[src/rtl/disc_pkg.sv]
package disc_pkg;
  localparam int unsigned DATA_W = 16;
  localparam int unsigned WIN    = 48;
  localparam logic [WIN-1:0] ALPHA_C = 48'd134535;
  localparam logic [WIN-1:0] BETA_C  = 48'd767665;
endpackage

[src/rtl/sp_mult.sv]
// Serial-by-parallel multiplier: one multiplier bit per cycle, LSB first,
// one product bit out per cycle.
module sp_mult #(
  parameter int unsigned W = 16
) (
  input  logic         clk,
  input  logic         rst_n,
  input  logic         clr,
  input  logic         en,
  input  logic         x_bit,
  input  logic [W-1:0] y,
  output logic         p_bit
);
  logic [W:0]   acc_q, acc_d;
  logic [W+1:0] sum;

  always_comb begin
    sum   = {1'b0, acc_q} + (x_bit ? {2'b00, y} : '0);
    p_bit = sum[0];
    acc_d = acc_q;
    if (clr)     acc_d = '0;
    else if (en) acc_d = sum[W+1:1];
  end

  always_ff @(posedge clk or negedge rst_n) begin
    if (!rst_n) acc_q <= '0;
    else        acc_q <= acc_d;
  end
endmodule

[src/rtl/serial_sub.sv]
// One-bit two's complement subtractor with a registered borrow.
module serial_sub (
  input  logic clk,
  input  logic rst_n,
  input  logic clr,
  input  logic en,
  input  logic a,
  input  logic b,
  output logic d
);
  logic brw_q, brw_d;

  always_comb begin
    d     = a ^ b ^ brw_q;
    brw_d = brw_q;
    if (clr)     brw_d = 1'b0;
    else if (en) brw_d = (~a & b) | (~(a ^ b) & brw_q);
  end

  always_ff @(posedge clk or negedge rst_n) begin
    if (!rst_n) brw_q <= 1'b0;
    else        brw_q <= brw_d;
  end
endmodule

[src/rtl/window_ctl.sv]
// Bit-index counter for the serial window; restarts on every frame.
module window_ctl #(
  parameter int unsigned WIN   = 48,
  localparam int unsigned CNT_W = $clog2(WIN)
) (
  input  logic             clk,
  input  logic             rst_n,
  input  logic             start,
  output logic             busy,
  output logic [CNT_W-1:0] idx,
  output logic             last
);
  logic             busy_d;
  logic [CNT_W-1:0] idx_d;

  assign last = busy && (idx == CNT_W'(WIN-1));

  always_comb begin
    busy_d = busy;
    idx_d  = idx;
    if (start) begin
      busy_d = 1'b1;
      idx_d  = '0;
    end else if (last) begin
      busy_d = 1'b0;
      idx_d  = '0;
    end else if (busy) begin
      idx_d  = idx + 1'b1;
    end
  end

  always_ff @(posedge clk or negedge rst_n) begin
    if (!rst_n) begin
      busy <= 1'b0;
      idx  <= '0;
    end else begin
      busy <= busy_d;
      idx  <= idx_d;
    end
  end
endmodule

[src/rtl/serial_discriminant.sv]
module serial_discriminant
  import disc_pkg::*;
#(
  parameter int unsigned     W     = DATA_W,
  parameter int unsigned     NWIN  = WIN,
  parameter logic [NWIN-1:0] ALPHA = ALPHA_C,
  parameter logic [NWIN-1:0] BETA  = BETA_C,
  localparam int unsigned    CNT_W = $clog2(NWIN)
) (
  input  logic         clk,
  input  logic         rst_n,
  input  logic         frame,
  input  logic [W-1:0] max_in,
  input  logic [W-1:0] sum_in,
  input  logic [W-1:0] mom_in,
  input  logic [W-1:0] peak_in,
  output logic         decision,
  output logic         dec_valid
);
  logic             busy, last;
  logic [CNT_W-1:0] idx;
  logic [W-1:0]     s_sh_q, s_sh_d;
  logic [W-1:0]     m_q, o_q, p_q;
  logic             a_bit, b_bit;
  logic             ms_bit, ao_bit, bp_bit, t_bit, d_bit;
  logic             dec_d;

  window_ctl #(.WIN(NWIN)) u_win (
    .clk(clk), .rst_n(rst_n), .start(frame),
    .busy(busy), .idx(idx), .last(last)
  );

  // Parallel-to-serial conversion of S, zero fill above its width
  always_comb begin
    s_sh_d = s_sh_q;
    if (frame)     s_sh_d = sum_in;
    else if (busy) s_sh_d = {1'b0, s_sh_q[W-1:1]};
  end

  always_ff @(posedge clk or negedge rst_n) begin
    if (!rst_n) begin
      s_sh_q <= '0;
      m_q    <= '0;
      o_q    <= '0;
      p_q    <= '0;
    end else begin
      s_sh_q <= s_sh_d;
      if (frame) begin
        m_q <= max_in;
        o_q <= mom_in;
        p_q <= peak_in;
      end
    end
  end

  // Constants streamed by bit index
  assign a_bit = ALPHA[idx];
  assign b_bit = BETA[idx];

  sp_mult #(.W(W)) u_ms (
    .clk(clk), .rst_n(rst_n), .clr(frame), .en(busy),
    .x_bit(s_sh_q[0]), .y(m_q), .p_bit(ms_bit)
  );
  sp_mult #(.W(W)) u_ao (
    .clk(clk), .rst_n(rst_n), .clr(frame), .en(busy),
    .x_bit(a_bit), .y(o_q), .p_bit(ao_bit)
  );
  sp_mult #(.W(W)) u_bp (
    .clk(clk), .rst_n(rst_n), .clr(frame), .en(busy),
    .x_bit(b_bit), .y(p_q), .p_bit(bp_bit)
  );

  serial_sub u_sub1 (
    .clk(clk), .rst_n(rst_n), .clr(frame), .en(busy),
    .a(ao_bit), .b(ms_bit), .d(t_bit)
  );
  serial_sub u_sub2 (
    .clk(clk), .rst_n(rst_n), .clr(frame), .en(busy),
    .a(t_bit), .b(bp_bit), .d(d_bit)
  );

  // Output register loaded by the finish strobe with the sign bit
  always_comb begin
    dec_d = decision;
    if (last && !frame) dec_d = d_bit;
  end

  always_ff @(posedge clk or negedge rst_n) begin
    if (!rst_n) begin
      decision  <= 1'b0;
      dec_valid <= 1'b0;
    end else begin
      decision  <= dec_d;
      dec_valid <= last && !frame;
    end
  end
endmodule

[config.mk]
export PLATFORM = sky130hd
export DESIGN_NAME = serial_discriminant
export DESIGN_NICKNAME = d
export VERILOG_FILES = /design/src/rtl/disc_pkg.sv /design/src/rtl/sp_mult.sv /design/src/rtl/serial_sub.sv /design/src/rtl/window_ctl.sv /design/src/rtl/serial_discriminant.sv
export SDC_FILE = /design/constraint.sdc
export NUM_CORES = 1
export LEC_CHECK = 0
export CAP_MARGIN = 20
export CORE_MARGIN = 2
export CORE_UTILIZATION = 40
export DETAILED_ROUTE_END_ITERATION = 7
export DONT_BUFFER_PORTS = 1
export HOLD_SLACK_MARGIN = 0.12
export PLACE_DENSITY_LB_ADDON = 0.1
export SYNTH_ARGS = -nofsm -noshare
export SYNTH_HDL_FRONTEND = slang
export SYNTH_HIERARCHICAL = 1
export SYNTH_SLANG_ARGS = --single-unit
[constraint.sdc]
create_clock -name clk -period 4.4 [get_ports clk]
set_input_delay 0.88 -clock clk [delete_from_list [all_inputs] [get_ports clk]]
set_output_delay 0.88 -clock clk [all_outputs]
set_load 0.005 [all_outputs]
After elaboration in Yosys (flattened, before gate mapping):

Memory sizes are Yosys's and may differ from the RTL's.
Cells that the tools add are included.

* input bits: 67
* bits in latches: 0
* word-level logic and storage cells: 63
* register bits after elaboration: 126
* memories kept: 2
* bits in writable memories: 0
* ROM bits: 128

Memories
* (no name shown): depth 64, bits a word 1, rd ports 1, clocked after Yosys merged registers in 0, wr ports 0, RTL line serial_discriminant.sv:58 `assign b_bit = BETA[idx];`
* (no name shown): depth 64, bits a word 1, rd ports 1, clocked after Yosys merged registers in 0, wr ports 0, RTL line serial_discriminant.sv:57 `assign a_bit = ALPHA[idx];`

* $add $sub $neg: 4
* equality and inequality tests: 1
* magnitude comparators: 1
* divide/modulo/power cells: 0
* multiplexer cells: 22
* bitwise operators: 14
* reduce and logical (&&, ||, !) cells: 6
* shift operators: 0
* multipliers: 0

Operators by type and width (number)
* 17-bit 2-to-1 mux: 6
* 16-bit 2-to-1 mux: 5
* 17-bit by 18-bit adder with 18-bit output: 3
* 6-bit 2-to-1 mux: 3
* 1-bit 2-to-1 mux: 8
* 6-bit by 7-bit < comparator with 1-bit output (second input constant): 1
* 6-bit by 1-bit adder with 6-bit output (second input constant): 1
* 6-bit equality test (second input constant): 1
* 1-bit bitwise AND: 4
* 1-bit NOT: 4
* 2-bit nonzero test: 2
* 1-bit XOR: 4
* 3-bit nonzero test: 1
* 1-bit logical AND: 2
* 1-bit OR: 2
* 1-bit logical NOT: 1

Longest topological paths before layout:

Gate-level depths: netlist (run 1).

* depth in word-level cells: 12
* depth in mapped cells: 15

Modules after synthesis:

The synthesis (run 1) kept the hierarchy.

Modules (own cells, without submodules)
* sp_mult (u_ao ...): seq. area each 425.4 sq um, area an instance 1549.0 sq um, times used 2, cells each 176
* serial_discriminant: seq. area each 1651.6 sq um, area an instance 2711.4 sq um, times used 1, cells each 194
* sp_mult (u_ms): seq. area each 425.4 sq um, area an instance 1530.2 sq um, times used 1, cells each 177
* window_ctl: seq. area each 175.2 sq um, area an instance 360.3 sq um, times used 1, cells each 38
* serial_sub: seq. area each 25.0 sq um, area an instance 73.8 sq um, times used 2, cells each 7

Worst setup path before layout (run 1):

Ideal clock, no wire load.

* path type: register -> register
* start: register u_win.idx[0]
* end: register u_ao.acc_q[16]
* path slack: 0.747 ns
* path buffers: 1
* arrival time: 3.533 ns
* stages on the path, launching flop included: 14
* path through: dfrtp_1 > ha_1 > nor4b_1 > a2111oi_0 > clkbuf_1 > nand2_1 > inv_1 > ha_1 > a21o_1 > a221oi_2 > o31ai_4 > a41o_1 > a41o_1 > and3_1

* word-level cells in the longest chain between the ends: 6

RTL lines
* from (decl): RTL line window_ctl.sv:10 `output logic [CNT_W-1:0] idx,`
* from (signal assigned): RTL line window_ctl.sv:38 `idx <= idx_d;`
* memory read 64 x 1 bit
* 1-bit 2-to-1 mux (not written as such): RTL line serial_discriminant.sv:57
* via a_bit: RTL line serial_discriminant.sv:24 `logic a_bit, b_bit;`
* 16-bit 2-to-1 mux: RTL line sp_mult.sv:18 `sum = {1'b0, acc_q} + (x_bit ? {2'b00, y} : '0);`
* 17-bit by 18-bit adder with 18-bit output: RTL line sp_mult.sv:18
* 17-bit 2-to-1 mux: RTL line sp_mult.sv:22 `else if (en) acc_d = sum[W+1:1];`
* 17-bit 2-to-1 mux: RTL line sp_mult.sv:21 `if (clr) acc_d = '0;`
* to (signal assigned): RTL line sp_mult.sv:26 `if (!rst_n) acc_q <= '0;`
* to (signal assigned): RTL line sp_mult.sv:27 `else acc_q <= acc_d;`
* to (decl): RTL line sp_mult.sv:14 `logic [W:0] acc_q, acc_d;`

The timed path passes the listed nets, and every way through them passes these cells. The select of a mux whose other input is x is not followed.
A chain may end at the register's enable or synchronous reset.

Worst setup path after layout (run 1):

* start: register u_win.idx[0]
* end: register u_bp.acc_q[15]

* word-level cells in the longest chain between the ends: 6

RTL lines (RTL line)
* memory read 64 x 1 bit
* 1-bit 2-to-1 mux (not written as such): serial_discriminant.sv:58
* via b_bit: serial_discriminant.sv:24
* 16-bit 2-to-1 mux: sp_mult.sv:18
* 17-bit by 18-bit adder with 18-bit output: sp_mult.sv:18
* 17-bit 2-to-1 mux: sp_mult.sv:22
* 17-bit 2-to-1 mux: sp_mult.sv:21
* to (signal assigned): sp_mult.sv:26
* to (signal assigned): sp_mult.sv:27
* to (decl): sp_mult.sv:14

The timed path passes the listed nets, and every way through them passes these cells. The select of a mux whose other input is x is not followed.

==> reports/qor.txt, run 1 <==
status -> complete, no violations
VDD IR max -> 250 uV
Crit. End Element -> register
total number of vias -> 5654
Wirelength per Cell -> 15.9 um
Synth Cell Area -> 0.00785 sq mm
internal power -> 2.88 mW
Worst-Skew Late Latency -> 0.42 ns
setup violators final -> 0
Rows -> 51
GRT overflow -> 0
first drt pass iteration count -> 4
clock power share -> 35.0%
number of global-route vias before repair -> 5792
post-DP HPWL -> 10900 um
Final ANT Viol Nets -> 0
Nets -> 893
Synth Net Count -> 900
Post-Synthesis Cells -> 775
CTS tree -> done
Yosys reg bits -> 126
count of input and output buffers -> 0
residual DRC count -> 0
Net Sw Power -> 1.37 mW
Slew Limit Fails -> 0
total setup buffers inserted after CTS -> 0
ys async rst share -> 100%
Die ar. -> 0.0208 sq mm
Rel. slew slack -> 54.5%
htree depth -> 4
final worst path period need -> 3.92 ns
Starting Density -> 40.6%
Mean Syn Cell Area -> 10.1 sq um
crit start category -> register
Num CTS Buffers -> 17
Synth area leaders -> dfrtp_1 40%, ha_1 8.5%, mux2_2 7.3%, mux2i_1 4.7%, and2_1 3.7%
CTS Buffer Depth -> 2
Worst Setup Slack post-DPL -> 0.498 ns
Die Y -> 144 um
I/O pin cnt -> 69
Post-Route WL -> 16600 um
Crit Path Category -> register to register
top post-synthesis cells by count -> 126 x dfrtp_1, 57 x nand2_1, 53 x ha_1, 51 x mux2_2, 47 x and2_1
Max-Cap Viols -> 0
Clock Root Buffer -> clkbuf_16
switch share -> 32.3%
clk_skew -> 0.0110 ns
EDFF count, synth -> 0
area leader, netlist -> dfrtp_1
power density cells -> 489 mW/mm^2
Core Area -> 0.0193 sq mm
final setup margin -> 0.481 ns
Synth top area share -> 40.2%
register area share after synthesis -> 40.2%
crit-path max FO -> 16
Yosys cell types -> 59
Critical Path RT -> 4.66 ns
antenna violations before repair -> 0
Worst R2R Path Depth -> 15
Fin Setup TNS -> 0 ns
Fin. Hold Viols -> 0
synthesis-to-layout area growth -> 10.9%
Hold WC Path Type -> primary input to async pin
Finished Core Util -> 45.0%
power consumption -> 4.26 mW
fillers -> 1835
worst path arrival time -> 4.18 ns
gr usage total -> 17.0%
top_reg_cell synth -> dfrtp_1
Tcrit/Tclk final -> 89.1%
placer congestion estimate -> 0.827
RSZ-0062 raised after global routing -> no
largest net degree at the start of global routing -> 134
ANT cells -> 0
Flop pwr share -> 34.6%
worst-margin pin slew -> 0.683 ns
global-route wire length before repair -> 28300 um
PostCTS Resize Cnt -> 0
Synth Warn # -> 6
clk sink count -> 126
Max Fclk -> 255 MHz
top-count cell post-synth -> dfrtp_1
Hold-fix buffers, CTS -> 0
DR vias/cell -> 5.41
fraction of layout instances using a drive strength above 1 -> 13.2%
Gate power share -> 30.4%
Pleak -> 4.22 nW
clock slew at reported path FFs -> 0.06 ns
die width -> 144 um
drt first-iter violations -> 354
layer usage:
metal	vias to the layer above	GRT usage, %	share of wire [%]
li1	2799	-	-
met5	-	0	0
met4	0	5.21	1.5
met2	95	27.1	46
met3	20	4.40	3.4
met1	2740	22.7	49
critical path: stages, from the launching register on:
cell	delay [ns]
dfrtp_1	0.53
inv_1	0.09
ha_1	0.21
or4_1	0.49
a31oi_1	0.14
buf_4	0.22
and2_1	0.15
ha_1	0.18
inv_1	0.07
fa_1	0.41
nor2b_1	0.18
o31ai_1	0.11
a21oi_1	0.40
a32oi_1	0.21
o2111ai_1	0.22
o311ai_0	0.17
registers in the layout, indices dropped and copies added, names as in the netlist:
name / flops
u_ao/acc_q: 17
u_bp/acc_q: 17
u_ms/acc_q: 17
m_q: 16
o_q: 16
p_q: 16
s_sh_q: 16
u_win/idx: 6
dec_valid: 1
decision: 1
u_sub1/brw_q: 1
u_sub2/brw_q: 1
u_win/busy: 1
area by class of cell:
cell class	count	area, sq um	area share [%]
repair buffers	3	22.5	0.259
flip-flops and latches	126	3160	36.3
clock inverters	12	159	1.83
multi-input cells	588	4450	51.1
inverters	32	120	1.38
well taps	265	332	3.81
clock buffers	20	467	5.36
power groups by stage:
stage          registers [mW]  clock network (mW)  logic [mW]
2_1_floorplan            1.45                   0        1.07
3_3_place_gp             1.49                   0        1.25
3_5_place_dp             1.49                   0        1.29
4_1_cts                  1.48                1.53        1.29
5_1_grt                  1.50                1.59        1.46
6_report                 1.48                1.49        1.29
cell families after synthesis:
logic type,Yosys count,share of synthesized area [%]
simple gates,249,17.2
compound gates,169,15.0
mux,88,12.0
fa+ha+maj,58,9.73
flops,126,40.2
buf+inv,61,3.20
xor+xnor,24,2.68
placed cells by master, fill, tap and decap left out, types with 5 or more instances in the layout:
cell	instances
a21o_1	23
a21oi_1	37
a31oi_1	8
a32oi_1	6
and2_1	47
and3_1	13
clkbuf_16	17
dfrtp_1	125
fa_1	5
ha_1	53
inv_1	32
mux2_2	51
mux2i_1	37
nand2_1	57
nand2b_1	11
nand3_1	16
nand4_1	8
nor2_1	45
nor2b_1	14
nor3_1	5
nor3b_1	6
nor4b_1	6
o2111ai_1	7
o21a_1	7
o21ai_0	34
o21ai_1	5
o311ai_0	6
or4_1	6
xnor2_1	16
xor2_1	8
final timing paths:
| path | start | end | slack (ns) |
|---|---|---|---|
| setup / recovery | u_win/idx[0] | u_bp/acc_q[15] | 0.48 |
| hold / removal | rst_n | p_q[4] | 0.15 |
| hold reg to reg | u_ao/acc_q[9] | u_ao/acc_q[9] | 0.49 |
| setup reg to reg | u_win/idx[0] | u_bp/acc_q[15] | 0.48 |
| max in group asynchronous | rst_n | s_sh_q[12] | 4.09 |
| min in group clk | u_ao/acc_q[9] | u_ao/acc_q[9] | 0.49 |
metrics by stage:
step | hold WS, ns | cell area (sq um) | cells
5_1_grt | 0.123 | 8710 | 1046
2_1_floorplan | 0.456 | 7850 | 775
3_5_place_dp | 0.485 | 8080 | 1014
6_report | 0.153 | 8710 | 1046
4_1_cts | 0.128 | 8710 | 1046
3_3_place_gp | 0.480 | 8080 | 1014
Power figures use the tool's default switching activity.
==> run 2, diff against run 1 <==
- CTS_CLUSTER_SIZE: not set -> 25
- clock period: 4.4 -> 4.1 ns (I/O delays scaled with it)
==> run 2 against run 1 <==
  * Total power increased by 5.9%
  * Largest power group is now sequential cells
  * Largest cell class unchanged
  * Via count down 1.1%
  * Setup slack worse by 0.14 ns
  * Clock power is essentially flat
  * First-iteration DRC count is 16% lower
  * Clock skew shrank 0.0048 ns
  * Combinational power grew 10%
  * Sequential power grew 7%
==> reports/qor.txt, run 2 (synthesis gave the netlist of run 1 again) <==
status -> complete, no violations
most frequent cells in the layout -> 125 x dfrtp_1, 57 x nand2_1, 53 x ha_1
Area after DPL -> 0.00808 sq mm (unchanged)
die width -> 144 um (unchanged)
Die ar. -> 0.0208 sq mm (unchanged)
drt first-iter violations -> 298 (-16%)
crit-path max FO -> 16 (unchanged)
Die Y -> 144 um (unchanged)
final worst path period need -> 3.76 ns (-0.159 ns)
CTS tree -> done
Worst R2R Path Depth -> 15 (unchanged)
GRT overflow -> 0 (unchanged)
Critical Path RT -> 4.37 ns (-0.29 ns)
r2r setup slk -> 0.34 ns (-0.14 ns)
setup violators final -> 0 (unchanged)
ANT cells -> 0 (unchanged)
antenna violations before repair -> 0 (unchanged)
post-DP HPWL -> 10700 um (-1.3%)
Largest regs -> u_ao/acc_q: 17 flops, u_bp/acc_q: 17 flops, u_ms/acc_q: 17 flops
synthesis-to-layout area growth -> 10.9% (about the same)
Wirelength per Cell -> 15.6 um (-1.6%)
worst path arrival time -> 4.03 ns (-0.15 ns)
largest net degree at the start of global routing -> 134 (unchanged)
Rel. slew slack -> 54.8% (+0.34 points)
clk sink count -> 126 (unchanged)
count of input and output buffers -> 0 (unchanged)
fraction of layout instances using a drive strength above 1 -> 13.3% (+0.11 points)
DR vias/cell -> 5.34 (-1.2%)
Crit-path slowest cell -> dfrtp_1
crit start category -> register
Rows -> 51 (unchanged)
global-route wire length before repair -> 28000 um (-1.2%)
VDD IR max -> 258 uV (+3.2%)
number of global-route vias before repair -> 5773 (-0.33%)
Hold WC Path Type -> primary input to async pin
residual DRC count -> 0 (unchanged)
Worst-Skew Late Latency -> 0.42 ns (about the same)
Slew Limit Fails -> 0 (unchanged)
Finished Core Util -> 45.0% (about the same)
clock slew at reported path FFs -> 0.06 ns (about the same)
RSZ-0062 raised after global routing -> no
Final ANT Viol Nets -> 0 (unchanged)
Pleak -> 4.21 nW (about the same)
clk_skew -> 0.00626 ns (-0.00475 ns)
Tcrit/Tclk final -> 91.7% (+2.6 points)
Fin. Hold Viols -> 0 (unchanged)
CP Cell Sequence -> inv_1 > ha_1 > or4_1 > a31oi_1 > buf_4 > and2_1 > ha_1 > inv_1 > fa_1 > nor2b_1 > o31ai_1 > a21oi_2 > a32oi_1 > o2111ai_1 > o311ai_0
Nets -> 894 (+0.11%)
Crit path largest cell delay -> 0.53 ns (about the same)
I/O pin cnt -> 69 (unchanged)
Crit. End Element -> register
Fin Setup TNS -> 0 ns (unchanged)
Crit Path Category -> register to register
Max-Cap Viols -> 0 (unchanged)
Max Fclk -> 266 MHz (+4.2%)
htree depth -> 4 (unchanged)
first drt pass iteration count -> 4 (unchanged)
r2r startpoint -> u_win/idx[0]
Num CTS Buffers -> 17 (unchanged)
Starting Density -> 40.6% (unchanged)
commonest non-fill, non-tap cell in the layout -> dfrtp_1
placer congestion estimate -> 0.827 (unchanged)
total number of vias -> 5589 (-1.1%)
fillers -> 1835 (unchanged)
fin area -> 0.00870 sq mm (about the same)
power density cells -> 519 mW/mm^2 (+6.0%)
Post-Route WL -> 16400 um (-1.5%)
CTS Buffer Depth -> 2 (unchanged)
Clock Root Buffer -> clkbuf_16
worst-margin pin slew -> 0.678 ns (-0.00510 ns)
gr usage total -> 16.9% (-0.050 points)
FF-to-FF End -> u_bp/acc_q[15]
Core Area -> 0.0193 sq mm (unchanged)
[run 2: timing repair]
item,in CTS,in global routing
endpoints found under the hold margin,126,0
buffers inserted,0,0
hold buffers,1,0
resized for setup,0,1
endpoints found under the setup margin,0,3
[run 2: how the worst max path moves through the flow]
stage          cells past startpoint  slack, ns    startpoint             end
2_1_floorplan                     13       0.45  u_win/idx[0]  u_ao/acc_q[16]
3_3_place_gp                      15       0.39  u_win/idx[0]  u_bp/acc_q[15]
3_5_place_dp                      15       0.19  u_win/idx[0]  u_bp/acc_q[15]
4_1_cts                           15       0.18  u_win/idx[0]  u_bp/acc_q[15]
5_1_grt                           15       0.03  u_win/idx[0]  u_bp/acc_q[15]
6_report                          15       0.34  u_win/idx[0]  u_bp/acc_q[15]
[run 2: metal layers]
layer,wire (um),GRT usage [%]
met1,7960,22.3
met2,7640,27.5
met3,563,4.07
met4,203,5.57
met5,0,0
[run 2: cell type report]
cell class              count  area, sq um  share of cell area, %
inverters                  32          120                   1.38
well taps                 265          332                   3.81
clock inverters            14          160                   1.84
repair buffers              4         50.0                  0.575
flip-flops and latches    126         3160                   36.3
clock buffers              18          429                   4.93
multi-input cells         588         4450                   51.2
[run 2: worst max-delay path: cells and delay by family, from the launching register on]
family | cells | cell delay (ns)
buffers and inverters | 3 | 0.37
adder cells (fa/ha/maj) | 3 | 0.78
AND/OR/NAND/NOR | 3 | 0.83
AO/OA/AOI/OAI | 6 | 1.12
flip-flops | 1 | 0.53
[run 2: where the power goes]
part | switching (mW) | internal (mW)
clock network | 0.607 | 0.907
logic | 0.778 | 0.638
registers | 0.131 | 1.45
[run 2: per-stage QoR]
stage	hold slack [ns]	power [mW]	cells	setup WS [ns]
final	0.353	4.51	1047	0.340
after global routing	0.389	4.84	1047	0.0323
after CTS	0.400	4.56	1047	0.182
after detailed placement	0.483	2.98	1014	0.191
after global placement	0.480	2.94	1014	0.393
after floorplan	0.456	2.71	775	0.447
